[config.mk]
export PLATFORM = sky130hd
export DESIGN_NAME = i2cm_master
export DESIGN_NICKNAME = d
export VERILOG_FILES = /design/src/rtl/i2cm_pkg.sv /design/src/rtl/i2cm_rate_div.sv /design/src/rtl/i2cm_bus_mon.sv /design/src/rtl/i2cm_shifter.sv /design/src/rtl/i2cm_master.sv
export SDC_FILE = /design/constraint.sdc
export NUM_CORES = 1
export LEC_CHECK = 0
export ABC_AREA = 0
export BUFFER_PORTS_ARGS = -buffer_cell sky130_fd_sc_hd__buf_2
export CORE_MARGIN = 4
export CORE_UTILIZATION = 52
export CTS_CLUSTER_SIZE = 10
export DETAILED_ROUTE_END_ITERATION = 16
export PLACE_DENSITY = 0.75
export SETUP_SLACK_MARGIN = 0.02
export SYNTH_ARGS = -nofsm -noshare
export SYNTH_HDL_FRONTEND = slang
export SYNTH_SLANG_ARGS = --single-unit
export TNS_END_PERCENT = 10
[constraint.sdc]
create_clock -name clk -period 2.8 [get_ports clk]
set_clock_uncertainty 0.1 [all_clocks]
set_input_delay 0.28 -clock clk [delete_from_list [all_inputs] [get_ports clk]]
set_output_delay 0.28 -clock clk [all_outputs]
set_load 0.02 [all_outputs]
[src/rtl/i2cm_pkg.sv]
package i2cm_pkg;

    typedef enum logic [3:0] {
        ST_IDLE,
        ST_START_A,
        ST_START_B,
        ST_BIT_LO,
        ST_BIT_HI,
        ST_ACK_LO,
        ST_ACK_HI,
        ST_HOLD,
        ST_STOP_A,
        ST_STOP_B
    } i2cm_state_e;

    typedef struct packed {
        logic sda_low;
        logic scl_low;
    } i2cm_drive_t;

endpackage

[src/rtl/i2cm_rate_div.sv]
module i2cm_rate_div #(
    parameter int RATE_W    = 3,
    parameter int BASE_HALF = 4
) (
    input  logic              clk,
    input  logic              rst_n,
    input  logic              run,
    input  logic [RATE_W-1:0] sel,
    output logic              tick
);
    localparam int CNT_W = $clog2(BASE_HALF) + (1 << RATE_W);

    logic [CNT_W-1:0] cnt_q;
    logic [CNT_W-1:0] limit;

    // half-period length: BASE_HALF shifted by the select
    assign limit = CNT_W'(BASE_HALF) << sel;
    assign tick  = run && (cnt_q == limit - CNT_W'(1));

    always_ff @(posedge clk or negedge rst_n) begin
        if (!rst_n) begin
            cnt_q <= '0;
        end else if (!run || tick) begin
            cnt_q <= '0;
        end else begin
            cnt_q <= cnt_q + CNT_W'(1);
        end
    end
endmodule

[src/rtl/i2cm_bus_mon.sv]
module i2cm_bus_mon (
    input  logic clk,
    input  logic rst_n,
    input  logic en,
    input  logic sda_i,
    input  logic scl_i,
    output logic busy
);
    logic sda_q;
    logic scl_q;
    logic start_seen;
    logic stop_seen;

    assign start_seen = scl_q && scl_i && sda_q && !sda_i;
    assign stop_seen  = scl_q && scl_i && !sda_q && sda_i;

    always_ff @(posedge clk or negedge rst_n) begin
        if (!rst_n) begin
            sda_q <= 1'b1;
            scl_q <= 1'b1;
            busy  <= 1'b0;
        end else begin
            sda_q <= sda_i;
            scl_q <= scl_i;
            if (!en) begin
                busy <= 1'b0;
            end else if (start_seen) begin
                busy <= 1'b1;
            end else if (stop_seen) begin
                busy <= 1'b0;
            end
        end
    end
endmodule

[src/rtl/i2cm_shifter.sv]
module i2cm_shifter #(
    parameter int WIDTH = 8
) (
    input  logic             clk,
    input  logic             rst_n,
    input  logic             load,
    input  logic [WIDTH-1:0] load_val,
    input  logic             shift,
    output logic             msb,
    output logic             last
);
    localparam int IDX_W = $clog2(WIDTH);

    logic [WIDTH-1:0] sh_q;
    logic [IDX_W-1:0] idx_q;

    assign msb  = sh_q[WIDTH-1];
    assign last = (idx_q == '0);

    always_ff @(posedge clk or negedge rst_n) begin
        if (!rst_n) begin
            sh_q  <= '0;
            idx_q <= '0;
        end else if (load) begin
            sh_q  <= load_val;
            idx_q <= IDX_W'(WIDTH - 1);
        end else if (shift) begin
            sh_q  <= {sh_q[WIDTH-2:0], 1'b0};
            idx_q <= idx_q - IDX_W'(1);
        end
    end
endmodule

[src/rtl/i2cm_master.sv]
module i2cm_master
    import i2cm_pkg::*;
#(
    parameter int DATA_W    = 8,
    parameter int RATE_W    = 3,
    parameter int BASE_HALF = 4
) (
    input  logic              clk,
    input  logic              rst_n,
    input  logic              en,
    input  logic              req_set,
    input  logic              req_clr,
    input  logic [DATA_W-2:0] call_addr,
    input  logic [RATE_W-1:0] rate_sel,
    input  logic              tx_load,
    input  logic [DATA_W-1:0] tx_data,
    input  logic              sda_i,
    input  logic              scl_i,
    output logic              sda_oe,
    output logic              scl_oe,
    output logic              req_active,
    output logic              data_pending,
    output logic              bus_busy,
    output logic              tx_fail,
    output logic              nak_flag
);
    localparam int ADDR_W = DATA_W - 1;

    i2cm_state_e state_q, state_d;

    logic              req_q, nak_q, fail_q, pend_q;
    logic [DATA_W-1:0] data_q;
    logic [ADDR_W-1:0] addr_q;
    logic [RATE_W-1:0] rate_q;

    logic tick, busy;
    logic sh_bit, sh_last;
    logic ld_addr, ld_data, sh_step;
    logic arb_lost, got_nak;
    logic req_drop, req_take;
    i2cm_drive_t drv;

    i2cm_rate_div #(
        .RATE_W   (RATE_W),
        .BASE_HALF(BASE_HALF)
    ) u_div (
        .clk  (clk),
        .rst_n(rst_n),
        .run  (state_q != ST_IDLE),
        .sel  (rate_q),
        .tick (tick)
    );

    i2cm_bus_mon u_mon (
        .clk  (clk),
        .rst_n(rst_n),
        .en   (en),
        .sda_i(sda_i),
        .scl_i(scl_i),
        .busy (busy)
    );

    i2cm_shifter #(
        .WIDTH(DATA_W)
    ) u_sh (
        .clk     (clk),
        .rst_n   (rst_n),
        .load    (ld_addr || ld_data),
        .load_val(ld_addr ? {addr_q, 1'b0} : data_q),
        .shift   (sh_step),
        .msb     (sh_bit),
        .last    (sh_last)
    );

    // next state and transfer events
    always_comb begin
        state_d  = state_q;
        ld_addr  = 1'b0;
        ld_data  = 1'b0;
        sh_step  = 1'b0;
        arb_lost = 1'b0;
        got_nak  = 1'b0;
        unique case (state_q)
            ST_IDLE: begin
                if (req_q && !busy) state_d = ST_START_A;
            end
            ST_START_A: begin
                if (tick) state_d = ST_START_B;
            end
            ST_START_B: begin
                if (tick) begin
                    state_d = ST_BIT_LO;
                    ld_addr = 1'b1;
                end
            end
            ST_BIT_LO: begin
                if (tick) state_d = ST_BIT_HI;
            end
            ST_BIT_HI: begin
                if (tick) begin
                    if (sh_bit && !sda_i) begin
                        arb_lost = 1'b1;
                        state_d  = ST_IDLE;
                    end else if (sh_last) begin
                        state_d = ST_ACK_LO;
                    end else begin
                        sh_step = 1'b1;
                        state_d = ST_BIT_LO;
                    end
                end
            end
            ST_ACK_LO: begin
                if (tick) state_d = ST_ACK_HI;
            end
            ST_ACK_HI: begin
                if (tick) begin
                    if (sda_i) begin
                        got_nak = 1'b1;
                        state_d = ST_STOP_A;
                    end else if (!req_q) begin
                        state_d = ST_STOP_A;
                    end else if (pend_q) begin
                        ld_data = 1'b1;
                        state_d = ST_BIT_LO;
                    end else begin
                        state_d = ST_HOLD;
                    end
                end
            end
            ST_HOLD: begin
                if (tick) begin
                    if (!req_q) begin
                        state_d = ST_STOP_A;
                    end else if (pend_q) begin
                        ld_data = 1'b1;
                        state_d = ST_BIT_LO;
                    end
                end
            end
            ST_STOP_A: begin
                if (tick) state_d = ST_STOP_B;
            end
            ST_STOP_B: begin
                if (tick) state_d = ST_IDLE;
            end
            default: state_d = ST_IDLE;
        endcase
    end

    // state register
    always_ff @(posedge clk or negedge rst_n) begin
        if (!rst_n) begin
            state_q <= ST_IDLE;
        end else if (!en) begin
            state_q <= ST_IDLE;
        end else begin
            state_q <= state_d;
        end
    end

    assign req_drop = arb_lost || got_nak || req_clr;
    assign req_take = req_set && !req_q;

    // request bit, flags and data holding register
    always_ff @(posedge clk or negedge rst_n) begin
        if (!rst_n) begin
            req_q  <= 1'b0;
            nak_q  <= 1'b0;
            fail_q <= 1'b0;
            pend_q <= 1'b0;
            data_q <= '0;
            addr_q <= '0;
            rate_q <= '0;
        end else if (!en) begin
            req_q  <= 1'b0;
            nak_q  <= 1'b0;
            fail_q <= 1'b0;
            pend_q <= 1'b0;
        end else begin
            if (req_drop) begin
                req_q <= 1'b0;
            end else if (req_take) begin
                req_q  <= 1'b1;
                addr_q <= call_addr;
                rate_q <= rate_sel;
            end

            if (arb_lost) begin
                fail_q <= 1'b1;
            end else if (req_take && !req_drop) begin
                fail_q <= 1'b0;
            end

            if (got_nak) begin
                nak_q <= 1'b1;
            end else if (req_take && !req_drop) begin
                nak_q <= 1'b0;
            end

            if (req_drop) begin
                pend_q <= 1'b0;
            end else if (tx_load && req_q) begin
                pend_q <= 1'b1;
                data_q <= tx_data;
            end else if (ld_data) begin
                pend_q <= 1'b0;
            end
        end
    end

    // line drive per state
    always_comb begin
        drv = '0;
        unique case (state_q)
            ST_IDLE:    drv = '0;
            ST_START_A: drv = '0;
            ST_START_B: drv = '{sda_low: 1'b1, scl_low: 1'b0};
            ST_BIT_LO:  drv = '{sda_low: !sh_bit, scl_low: 1'b1};
            ST_BIT_HI:  drv = '{sda_low: !sh_bit, scl_low: 1'b0};
            ST_ACK_LO:  drv = '{sda_low: 1'b0, scl_low: 1'b1};
            ST_ACK_HI:  drv = '0;
            ST_HOLD:    drv = '{sda_low: 1'b0, scl_low: 1'b1};
            ST_STOP_A:  drv = '{sda_low: 1'b1, scl_low: 1'b1};
            ST_STOP_B:  drv = '{sda_low: 1'b1, scl_low: 1'b0};
            default:    drv = '0;
        endcase
    end

    assign sda_oe       = drv.sda_low;
    assign scl_oe       = drv.scl_low;
    assign req_active   = req_q;
    assign data_pending = pend_q;
    assign bus_busy     = busy;
    assign tx_fail      = fail_q;
    assign nak_flag     = nak_q;
endmodule

==> results_tabular.tex, run 1 <==
\begin{tabular}{lr}
\hline
Metric & Value \\
\hline
\multicolumn{2}{l}{\textbf{Layout}} \\
P\&R area growth vs syn & 25.7\% \\
Final-layout fill cell count & 415 \\
Finished Core Util & 67.7\% \\
Number of nets in the finished design & 361 \\
Diode insertion count for antenna repair & 0 \\
Proportion of layout cells with a drive suffix above 1 & 33.4\% \\
\multicolumn{2}{l}{\textbf{Timing}} \\
Setup violations, final & 28 \\
Final hold violation count & 0 \\
Final worst slack & -0.0550 ns \\
Measured slew at the worst slew-check pin & 0.571 ns \\
Achievable frequency & 0.350 GHz \\
Max\_slew headroom & 62.0\% \\
Min Tclk post-route & 2.86 ns \\
Final cycle utilization of the critical path & 102\% \\
Pins Over Slew Limit & 0 \\
Worst slack on hold paths & 0.0358 ns \\
Setup repair after global routing missed its margin & yes \\
\multicolumn{2}{l}{\textbf{Power}} \\
Power per cell area & 609 nW/um\^{}2 \\
Leakage component of the power & 1.46 nW \\
IR drop worst, VDD & 0.348 mV \\
\multicolumn{2}{l}{\textbf{Global route}} \\
Pin count of the biggest net entering global routing & 20 \\
First-pass GRT wire length & 10900 um \\
Overall global routing resource usage & 21.5\% \\
Number of antenna violations at the first check in global routing & 0 \\
Residual overflow from global routing & 0 \\
Via count of the first global-routing pass & 2309 \\
\multicolumn{2}{l}{\textbf{Hold path}} \\
Hold crit path type & in2reg \\
\multicolumn{2}{l}{\textbf{Floorplanning}} \\
I/O pin cnt & 33 \\
Die outline height & 81.0 um \\
Floorplan Core Area & 5140 sq um \\
Die width & 81.0 um \\
Site row count & 26 \\
Die footprint & 6560 sq um \\
Initial standard-cell utilization of the core & 53.9\% \\
\multicolumn{2}{l}{\textbf{Routing}} \\
Sum of routed wire length over all layers & 6580 um \\
Via/cell ratio & 5.87 \\
Number of DRC violations after detailed-routing iteration 0 & 206 \\
Antenna viol nets, final & 0 \\
Via Count & 2359 \\
DRC errors left & 0 \\
Wire length per cell & 16.4 um \\
Number of optimization iterations in the first detailed-route pass & 4 \\
\multicolumn{2}{l}{\textbf{Run status}} \\
Run status & finished with violations \\
Violated checks & setup timing \\
\multicolumn{2}{l}{\textbf{Synthesis}} \\
Area share of xor/xnor cells in the synthesized design & 4.11\% \\
Cell area after synthesis & 2770 sq um \\
Leading register cell type out of synthesis & dfrtp\_1 \\
EDFF count, synth & 0 \\
Share of the yosys chip area belonging to registers & 45.3\% \\
Dominant combinational cell family by area after synthesis & compound AO/OA/AOI/OAI gates \\
Gate count after technology mapping & 275 \\
Multiplexer area fraction after synthesis & 8.04\% \\
Synthesis warning total & 0 \\
Number of unique standard cell types used by synthesis & 59 \\
Post-Synthesis Mean Instance Area & 10.1 sq um \\
Post-Synth Simple-Gate Area & 18.0\% \\
Post-synthesis compound-gate area fraction & 18.7\% \\
Fraction of registers with async set/reset & 100\% \\
Synthesized netlist net count & 305 \\
Total of flip-flops plus latches after synthesis & 50 \\
Area share of fa/ha/maj cells after synthesis & 1.81\% \\
\multicolumn{2}{l}{\textbf{Clock tree}} \\
Clock sink total & 50 \\
CTS tree & done \\
Buffer cell driving the clock tree root & clkbuf\_8 \\
Clock latency on the worst-skew pair & 0.31 ns \\
Longest Clk Path Bufs & 2 \\
Inserted Clock Buffers & 5 \\
CTS clock-pin slew for the worst setup and hold paths & 0.09 ns \\
H-tree level count & 2 \\
\multicolumn{2}{l}{\textbf{Flow run}} \\
Reported max-cap violation count & 0 \\
\multicolumn{2}{l}{\textbf{Worst setup path}} \\
Maximum fanout encountered on the critical timing path & 7 \\
Slowest-stage cell, CP & or4\_4 \\
Crit path capture type & flop \\
Dominant delay contributor by cell family on the critical path & simple AND/OR/NAND/NOR gates \\
Number of buffer and inverter stages on the critical path & 2 \\
Worst setup SP type & flop \\
Arrival time of the worst setup path & 3.00 ns \\
Worst stage delay on the critical path & 0.46 ns \\
Critical setup path kind & reg2reg \\
Cells along the critical path & or3\_4, ha\_4, xor2\_1, xnor2\_1, nand4b\_1, or4\_4, buf\_6, a31oi\_4, buf\_12, a2bb2oi\_2 \\
Crit path required time & 2.94 ns \\
\multicolumn{2}{l}{\textbf{Placed design}} \\
HPWL Detailed & 4450 um \\
Count of input and output buffers & 32 \\
Placer's final routability congestion estimate & 0.978 \\
\hline
\end{tabular}
## sequential cells by signal, summed over array words and instances, names as in the netlist, 3 cells and up
name         cells
addr_q           7
u_sh.sh_q        8
u_sh.idx_q       3
rate_q           3
state_q          4
u_div.cnt_q     10
data_q           8
## kinds of logic after synthesis
| logic type | after synthesis |
|---|---|
| adders and majority gates | 4 |
| buffers and inverters | 25 |
| and+or+nand+nor | 92 |
| muxes | 20 |
| DFF | 50 |
| xor gates and xnor gates | 13 |
| AOI/OAI and AO/OA | 71 |
## Yosys cell counts (all sizes together), types with 2 or more instances
library cell  instances  share of area [%]
a211oi                5                2.3
a21oi                10                1.8
a2bb2oi               3               0.95
a31oi                 6                1.9
a41oi                 2               0.63
and2                  2               0.45
buf                   6                1.5
clkbuf               11                1.5
dfrtp                48                 43
dfstp                 2                1.9
ha                    4                1.8
inv                   8                1.1
mux2                 18                7.3
mux2i                 2               0.72
nand2                18                2.4
nand2b                4               0.90
nand3                 9                1.6
nor2                 29                3.9
nor2b                 4               0.90
nor3                  4               0.90
nor3b                 3               0.81
nor4                  6                2.1
o2111a                2               0.81
o21a                  6                1.6
o21ai                18                3.3
o22ai                 6                1.4
o31ai                 2               0.54
or3                   2               0.63
or4b                  2               0.72
xnor2                 5                1.6
xor2                  8                2.5
## worst register-to-register path, stage by stage (launching register included)
cell and delay [ns]:
dfrtp_1 0.39, or3_4 0.40, ha_4 0.21, xor2_1 0.20
xnor2_1 0.16, nand4b_1 0.19, or4_4 0.46, buf_6 0.15
a31oi_4 0.24, buf_12 0.16, a2bb2oi_2 0.14
## where the power goes
group          internal [W]  leakage [nW]  switching (W)
Sequential         0.000806         0.615       0.000110
Combinational      0.000345         0.795       0.000352
Clock              0.000267        0.0514       0.000239
Total               0.00142          1.46       0.000701
## layout by cell type, fill, tap and decap left out, types with 2 or more instances in the layout
cell type / instances
mux2_2: 18
a2bb2oi_2: 3
dfstp_2: 2
o21ai_1: 5
nor4_1: 4
o2111a_1: 2
and2_1: 2
or4b_2: 2
xnor2_1: 5
nand2b_1: 4
buf_6: 4
a211oi_4: 3
nand2_1: 18
dlygate4sd3_1: 2
o21a_1: 6
nand3_1: 9
inv_1: 8
nor3b_1: 3
buf_2: 32
o21ai_0: 13
ha_1: 3
xor2_1: 8
nor2b_1: 4
dfrtp_1: 48
buf_4: 22
nor2_1: 29
mux2i_1: 2
a211oi_1: 2
nor4_4: 2
clkbuf_8: 5
nor3_1: 3
a31oi_1: 5
buf_12: 5
a21oi_1: 10
o22ai_1: 6
## final cells by class
type,instances,area (sq um),share of cell area (%)
clock buffers,6,72.6,2.08
clock inverters,2,37.5,1.08
repair buffers,66,518,14.9
multi-input cells,200,1480,42.6
inverters,8,30.0,0.863
flip-flops and latches,50,1250,36.0
well taps,70,87.6,2.52
## metal layers
| metal | GRT usage [%] | up-vias | wire, um |
|---|---|---|---|
| li1 | - | 1105 | - |
| met1 | 29.5 | 1150 | 2890 |
| met2 | 34.5 | 95 | 3190 |
| met3 | 3.99 | 9 | 419 |
| met4 | 6.93 | 0 | 88 |
| met5 | 0 | - | 0 |
## through the flow
stage	total power, W	cells	cell area, sq um	worst slack, ns	TNS, ns
after global routing	0.00223	402	3480	-0.161	-4.40
after CTS	0.00212	401	3470	-0.0174	-0.0174
after global placement	0.00154	386	3190	0.0516	0
after floorplan	0.00134	275	2780	0.0415	0
final	0.00212	402	3480	-0.0550	-0.966
after detailed placement	0.00156	386	3190	-0.0578	-0.817
## worst paths after layout
check,slack [ns],cells after the start,to,startpoint
worst max-delay path,-0.06,10,u_sh.sh_q[5],rate_q[0]
worst max register to register,-0.06,10,u_sh.sh_q[5],rate_q[0]
max in group asynchronous,1.65,3,u_mon.scl_q,rst_n
worst min register to register,0.39,1,u_div.cnt_q[0],u_div.cnt_q[0]
worst min-delay path,0.04,1,u_mon.sda_q,sda_i
min in group asynchronous,0.30,2,u_div.cnt_q[9],rst_n
## repair_timing
item | CTS | global route
gates resized for setup | 17 | 3
setup endpoints to repair | 24 | 45
endpoints found under the hold margin | 14 | 0
cloned | 1 | 0
setup buffers | 4 | 1
pin swaps | 8 | 1
hold buffers | 2 | 0
(Power assumes the default switching activity.)
==> run 2, diff against run 1 <==
Settings changed: CORE_UTILIZATION 52 to 54, CTS_BUF_LIST from default to sky130_fd_sc_hd__clkbuf_4 sky130_fd_sc_hd__clkbuf_8, PLACE_DENSITY 0.75 to 0.78.
==> run 2 against run 1 <==
Effect of this change: largest cell class unchanged; worst setup slack improved by 0.0076 ns; die area fell by 3.3%; combinational power fell by 12%; utilization rose by 1.2 points; the run still ends with setup timing left; critical path type unchanged; critical endpoint is now rate_q[2]; largest power group unchanged; final cell count fell by 3.0%.
==> results_tabular.tex, run 2 (same netlist as run 1, synthesis figures left out) <==
\begin{tabular}{lr}
\hline
Metric & Value \\
\hline
\multicolumn{2}{l}{\textbf{Run status}} \\
Run status & finished with violations \\
Violated checks & setup timing \\
\multicolumn{2}{l}{\textbf{Global route}} \\
Residual overflow from global routing & 0 \\
Overall global routing resource usage & 21.0\% \\
Number of antenna violations at the first check in global routing & 0 \\
Pin count of the biggest net entering global routing & 35 \\
Via count of the first global-routing pass & 2194 \\
First-pass GRT wire length & 10400 um \\
\multicolumn{2}{l}{\textbf{Floorplanning}} \\
Initial standard-cell utilization of the core & 57.1\% \\
Site row count & 25 \\
Floorplan Core Area & 4850 sq um \\
I/O pin cnt & 33 \\
Die width & 79.6 um \\
Die outline height & 79.6 um \\
Die footprint & 6340 sq um \\
\multicolumn{2}{l}{\textbf{Worst setup path}} \\
Cells along the critical path & or3\_4, ha\_4, and4b\_1, nor4\_4, nor4\_4, buf\_6, a211oi\_4, buf\_12, mux2\_2 \\
Maximum fanout encountered on the critical timing path & 10 \\
Worst stage delay on the critical path & 0.42 ns \\
Slowest-stage cell, CP & or3\_4 \\
Number of buffer and inverter stages on the critical path & 2 \\
Crit path capture type & flop \\
Worst setup SP type & flop \\
Cell type with the highest occurrence count on the critical path & nor4\_4 \\
Crit path required time & 2.90 ns \\
Worst reg-to-reg path cell count & 9 \\
Total stage count of the critical path & 9 \\
Dominant delay contributor by cell family on the critical path & simple AND/OR/NAND/NOR gates \\
Arrival time of the worst setup path & 2.95 ns \\
Critical setup path kind & reg2reg \\
\multicolumn{2}{l}{\textbf{Timing}} \\
Final cycle utilization of the critical path & 102\% \\
Measured slew at the worst slew-check pin & 0.976 ns \\
Min Tclk post-route & 2.85 ns \\
Pins Over Slew Limit & 0 \\
Final hold violation count & 0 \\
Worst slack on hold paths & 0.0291 ns \\
Max\_slew headroom & 34.5\% \\
Achievable frequency & 0.351 GHz \\
Final worst slack & -0.0475 ns \\
Setup repair after global routing missed its margin & yes \\
Setup violations, final & 18 \\
\multicolumn{2}{l}{\textbf{Layout}} \\
Largest register FFs & 10 \\
Register with the highest flop count & u\_div.cnt\_q \\
Most used cells in the layout excluding fill and tap cells & 48 x dfrtp\_1, 32 x buf\_2, 29 x nor2\_1 \\
Finished Core Util & 69.0\% \\
Number of nets in the finished design & 352 \\
Diode insertion count for antenna repair & 0 \\
Proportion of layout cells with a drive suffix above 1 & 31.9\% \\
Post-route cell area & 3340 sq um \\
Most common cell after layout, fill and taps aside & dfrtp\_1 \\
P\&R area growth vs syn & 20.7\% \\
Regs by FF count & u\_div.cnt\_q x10, data\_q x8, u\_sh.sh\_q x8 \\
\multicolumn{2}{l}{\textbf{Placed design}} \\
Placer's final routability congestion estimate & 0.912 \\
Placed cell area & 3130 sq um \\
HPWL Detailed & 4440 um \\
Count of input and output buffers & 32 \\
\multicolumn{2}{l}{\textbf{Clock tree}} \\
Buffer cell driving the clock tree root & clkbuf\_8 \\
Clock latency on the worst-skew pair & 0.31 ns \\
CTS clock-pin slew for the worst setup and hold paths & 0.09 ns \\
H-tree level count & 2 \\
CTS tree & done \\
Inserted Clock Buffers & 5 \\
Longest Clk Path Bufs & 2 \\
Clock sink total & 50 \\
\multicolumn{2}{l}{\textbf{Routing}} \\
Via/cell ratio & 5.82 \\
DRC errors left & 0 \\
Wire length per cell & 15.8 um \\
Number of DRC violations after detailed-routing iteration 0 & 185 \\
Number of optimization iterations in the first detailed-route pass & 4 \\
Via Count & 2270 \\
Antenna viol nets, final & 0 \\
Sum of routed wire length over all layers & 6150 um \\
\multicolumn{2}{l}{\textbf{Power}} \\
Power per cell area & 610 nW/um\^{}2 \\
IR drop worst, VDD & 0.312 mV \\
Leakage component of the power & 1.40 nW \\
\multicolumn{2}{l}{\textbf{Flow run}} \\
Reported max-cap violation count & 0 \\
\multicolumn{2}{l}{\textbf{Hold path}} \\
Cells on Worst Hold Path & 1 \\
Hold crit path type & in2reg \\
\hline
\end{tabular}
[run 2: cell count changes in the layout (fill, tap and decap cells not counted), moves of 2 or more]
cell | before | now
buf_12 | 5 | 3
buf_4 | 22 | 18
buf_6 | 4 | 2
o21ai_0 | 13 | 16
o21ai_1 | 5 | 2
[run 2: cell type report]
cell class / instances / area [sq um]
clock buffer: 6 / 76.3
clock inverter: 2 / 37.5
fill: 364 / 1510
inverter: 8 / 30.0
multi-input combinational: 200 / 1460
sequential: 50 / 1250
tap: 67 / 83.8
timing repair buffer: 57 / 398
[run 2: worst reg2reg max path, stage by stage, from the launching register on]
cell	delay (ns)
dfrtp_1	0.40
or3_4	0.42
ha_4	0.20
and4b_1	0.23
nor4_4	0.42
nor4_4	0.07
buf_6	0.15
a211oi_4	0.24
buf_12	0.17
mux2_2	0.34
[run 2: path summary, 6_finish.rpt]
check                                     from             end  slack, ns
worst min-delay path                     sda_i     u_mon.sda_q       0.03
worst max register to register       rate_q[2]       rate_q[2]      -0.05
max in group asynchronous                rst_n    data_pending       1.54
worst min register to register  u_div.cnt_q[0]  u_div.cnt_q[0]       0.39
worst max-delay path                 rate_q[2]       rate_q[2]      -0.05
min in group asynchronous                rst_n  u_div.cnt_q[7]       0.31
[run 2: what timing repair did]
| action | 4_1_cts | 5_1_grt |
|---|---|---|
| pin swaps | 1 | 0 |
| endpoints found under the hold margin | 15 | 0 |
| resized for setup | 2 | 10 |
| setup buffers | 2 | 0 |
| hold buffers | 2 | 0 |
| endpoints found under the setup margin | 35 | 43 |
[run 2: metrics by stage]
step,setup TNS [ns],instances,setup WS (ns),total power (W)
6_report,-0.586,390,-0.0475,0.00204
5_1_grt,-2.08,390,-0.119,0.00216
4_1_cts,0,390,0.00193,0.00204
3_5_place_dp,-1.05,378,-0.0720,0.00150
3_3_place_gp,0,378,0.0178,0.00148
2_1_floorplan,0,275,0.0415,0.00134
[run 2: where the power goes]
part	leakage, nW	internal, W	switching, W	total [W]
registers	0.615	0.000806	0.000106	0.000912
clock network	0.0548	0.000276	0.000241	0.000518
logic	0.731	0.000288	0.000321	0.000610
[run 2: per-layer routing]
| metal | global-route usage, % | up-vias | wire [um] |
|---|---|---|---|
| li1 | - | 1089 | - |
| met1 | 27.7 | 1099 | 2830 |
| met2 | 33.6 | 69 | 2870 |
| met3 | 4.74 | 13 | 322 |
| met4 | 7.73 | 0 | 127 |
| met5 | 0 | - | 0 |
==> run 3, diff against run 2 <==
--- a/config.mk
+++ b/config.mk
@@ -14,2 +14,3 @@
 export DETAILED_ROUTE_END_ITERATION = 16
+export MAX_ROUTING_LAYER = met4
 export PLACE_DENSITY = 0.78
==> constraint.sdc (replaced) <==
create_clock -name clk -period 2.8 [get_ports clk]
set_clock_uncertainty 0.1 [all_clocks]
set_input_delay 0.56 -clock clk [delete_from_list [all_inputs] [get_ports clk]]
set_output_delay 0.56 -clock clk [all_outputs]
set_load 0.02 [all_outputs]
==> run 3 against run 2 <==
Effect of this change: the run now ends clean; sequential power is essentially flat; die area unchanged; flip-flop and latch count unchanged; final cell count did not move; clock power up 1%; worst setup slack improved by 0.064 ns; count of clock-buffer cells in the layout down 1; routed wire length decreased by 0.18%; worst hold slack lost 0.023 ns; cell area hardly changed; non-clock buffer count unchanged.
==> results_tabular.tex, run 3 (same netlist as run 1, synthesis figures left out) <==
\begin{tabular}{lr}
\hline
Metric & Value \\
\hline
\multicolumn{2}{l}{\textbf{Routing}} \\
Number of optimization iterations in the first detailed-route pass & 4 \\
Wire length per cell & 15.7 um \\
Number of DRC violations after detailed-routing iteration 0 & 190 \\
Via/cell ratio & 5.76 \\
Sum of routed wire length over all layers & 6140 um \\
DRC errors left & 0 \\
Via Count & 2247 \\
Antenna viol nets, final & 0 \\
\multicolumn{2}{l}{\textbf{Clock tree}} \\
Clock sink total & 50 \\
Longest Clk Path Bufs & 2 \\
Buffer cell driving the clock tree root & clkbuf\_8 \\
H-tree level count & 2 \\
Quantity of hold-fixing buffers added after cts & 0 \\
Clock latency on the worst-skew pair & 0.31 ns \\
CTS clock-pin slew for the worst setup and hold paths & 0.10 ns \\
CTS tree & done \\
Inserted Clock Buffers & 5 \\
\multicolumn{2}{l}{\textbf{Worst setup path}} \\
Number of buffer and inverter stages on the critical path & 2 \\
Critical setup path kind & reg2reg \\
Cell type with the highest occurrence count on the critical path & nor4\_4 \\
Start point of the critical path & rate\_q[2] \\
Cells along the critical path & or3\_4, ha\_4, and4b\_1, nor4\_4, nor4\_4, buf\_4, a211oi\_4, buf\_12, mux2\_2 \\
Worst setup SP type & flop \\
Slowest-stage cell, CP & or3\_4 \\
Crit path capture type & flop \\
Arrival time of the worst setup path & 2.88 ns \\
Crit path required time & 2.90 ns \\
Dominant delay contributor by cell family on the critical path & simple AND/OR/NAND/NOR gates \\
Worst stage delay on the critical path & 0.41 ns \\
Maximum fanout encountered on the critical timing path & 10 \\
Launch point of the worst reg-to-reg path & rate\_q[2] \\
\multicolumn{2}{l}{\textbf{Floorplanning}} \\
Floorplan Core Area & 4850 sq um \\
Initial standard-cell utilization of the core & 57.1\% \\
Die footprint & 6340 sq um \\
Die width & 79.6 um \\
Site row count & 25 \\
Die outline height & 79.6 um \\
I/O pin cnt & 33 \\
\multicolumn{2}{l}{\textbf{Placed design}} \\
HPWL Detailed & 4490 um \\
Count of input and output buffers & 32 \\
Placer's final routability congestion estimate & 0.885 \\
\multicolumn{2}{l}{\textbf{Power}} \\
Leakage component of the power & 1.41 nW \\
Post-route total power & 0.00205 W \\
Power per cell area & 612 nW/um\^{}2 \\
IR drop worst, VDD & 0.366 mV \\
\multicolumn{2}{l}{\textbf{Layout}} \\
Largest register FFs & 10 \\
Regs by FF count & u\_div.cnt\_q x10, data\_q x8, u\_sh.sh\_q x8 \\
Final-layout fill cell count & 383 \\
Most common cell after layout, fill and taps aside & dfrtp\_1 \\
Finished Core Util & 69.0\% \\
P\&R area growth vs syn & 20.7\% \\
Register with the highest flop count & u\_div.cnt\_q \\
Diode insertion count for antenna repair & 0 \\
Proportion of layout cells with a drive suffix above 1 & 32.5\% \\
Number of nets in the finished design & 352 \\
Most used cells in the layout excluding fill and tap cells & 48 x dfrtp\_1, 32 x buf\_2, 29 x nor2\_1 \\
\multicolumn{2}{l}{\textbf{Timing}} \\
Min Tclk post-route & 2.78 ns \\
Final cycle utilization of the critical path & 99.4\% \\
Setup repair after global routing missed its margin & yes \\
Achievable frequency & 0.359 GHz \\
Final hold violation count & 0 \\
Max\_slew headroom & 64.8\% \\
Setup violations, final & 0 \\
Measured slew at the worst slew-check pin & 0.526 ns \\
Pins Over Slew Limit & 0 \\
\multicolumn{2}{l}{\textbf{Hold path}} \\
Hold crit path type & in2async \\
\multicolumn{2}{l}{\textbf{Global route}} \\
Pin count of the biggest net entering global routing & 25 \\
Via count of the first global-routing pass & 2155 \\
Residual overflow from global routing & 0 \\
Overall global routing resource usage & 21.5\% \\
Number of antenna violations at the first check in global routing & 0 \\
First-pass GRT wire length & 10300 um \\
\multicolumn{2}{l}{\textbf{Flow run}} \\
Reported max-cap violation count & 0 \\
\multicolumn{2}{l}{\textbf{Run status}} \\
Run status & completed \\
\hline
\end{tabular}
-- run 3: cell types whose count changed in the layout (fill, tap and decap cells not counted), sizes merged --
cell,delta
clkbuf,-1
clkinv,+1
buf,+2
dlygate4sd3,-2
inv,+1
clkinvlp,-1
-- run 3: layout make-up --
class                   count  area, sq um  area share (%)
inverters                   8         30.0           0.898
multi-input cells         200         1470            44.0
well taps                  67         83.8            2.51
repair buffers             57          389            11.6
flip-flops and latches     50         1250            37.5
clock buffers               5         68.8            2.06
clock inverters             3         47.5            1.42
-- run 3: final timing paths --
kind,slack (ns),to,depth (start not counted)
max in group asynchronous,2.01,addr_q[4],2
hold reg to reg,0.39,u_sh.sh_q[1],1
setup reg to reg,0.02,addr_q[4],9
hold / removal,0.006,rate_q[2],1
setup / recovery,0.02,addr_q[4],9
min in group clk,0.27,u_mon.scl_q,1
-- run 3: timing repair --
item,4_1_cts,5_1_grt
setup buffers,2,1
pin swaps,2,1
endpoints found under the hold margin,0,0
endpoints found under the setup margin,39,42
gates resized for setup,4,8
-- run 3: metal layers --
layer,wire [um],vias up,global-route usage [%]
li1,-,1093,-
met1,2750,1076,28.0
met2,2950,71,33.7
met3,373,7,4.40
met4,61,0,6.70
met5,0,-,-
-- run 3: power by group --
| group | switching, W | internal, W |
|---|---|---|
| logic | 0.000321 | 0.000292 |
| clock network | 0.000253 | 0.000271 |
| registers | 0.000104 | 0.000806 |
-- run 3: metrics by stage --
stage | instance area, sq um | instances | setup WS [ns] | TNS [ns] | hold slack (ns)
2_1_floorplan | 2780 | 275 | 0.0415 | 0 | 0.164
3_3_place_gp | 3140 | 380 | 0.0291 | 0 | 0.348
5_1_grt | 3340 | 390 | -0.0819 | -1.66 | 0.0167
4_1_cts | 3310 | 390 | 0.0217 | 0 | 0.00980
3_5_place_dp | 3140 | 380 | -0.0577 | -0.842 | 0.351
6_report | 3340 | 390 | 0.0169 | 0 | 0.00557
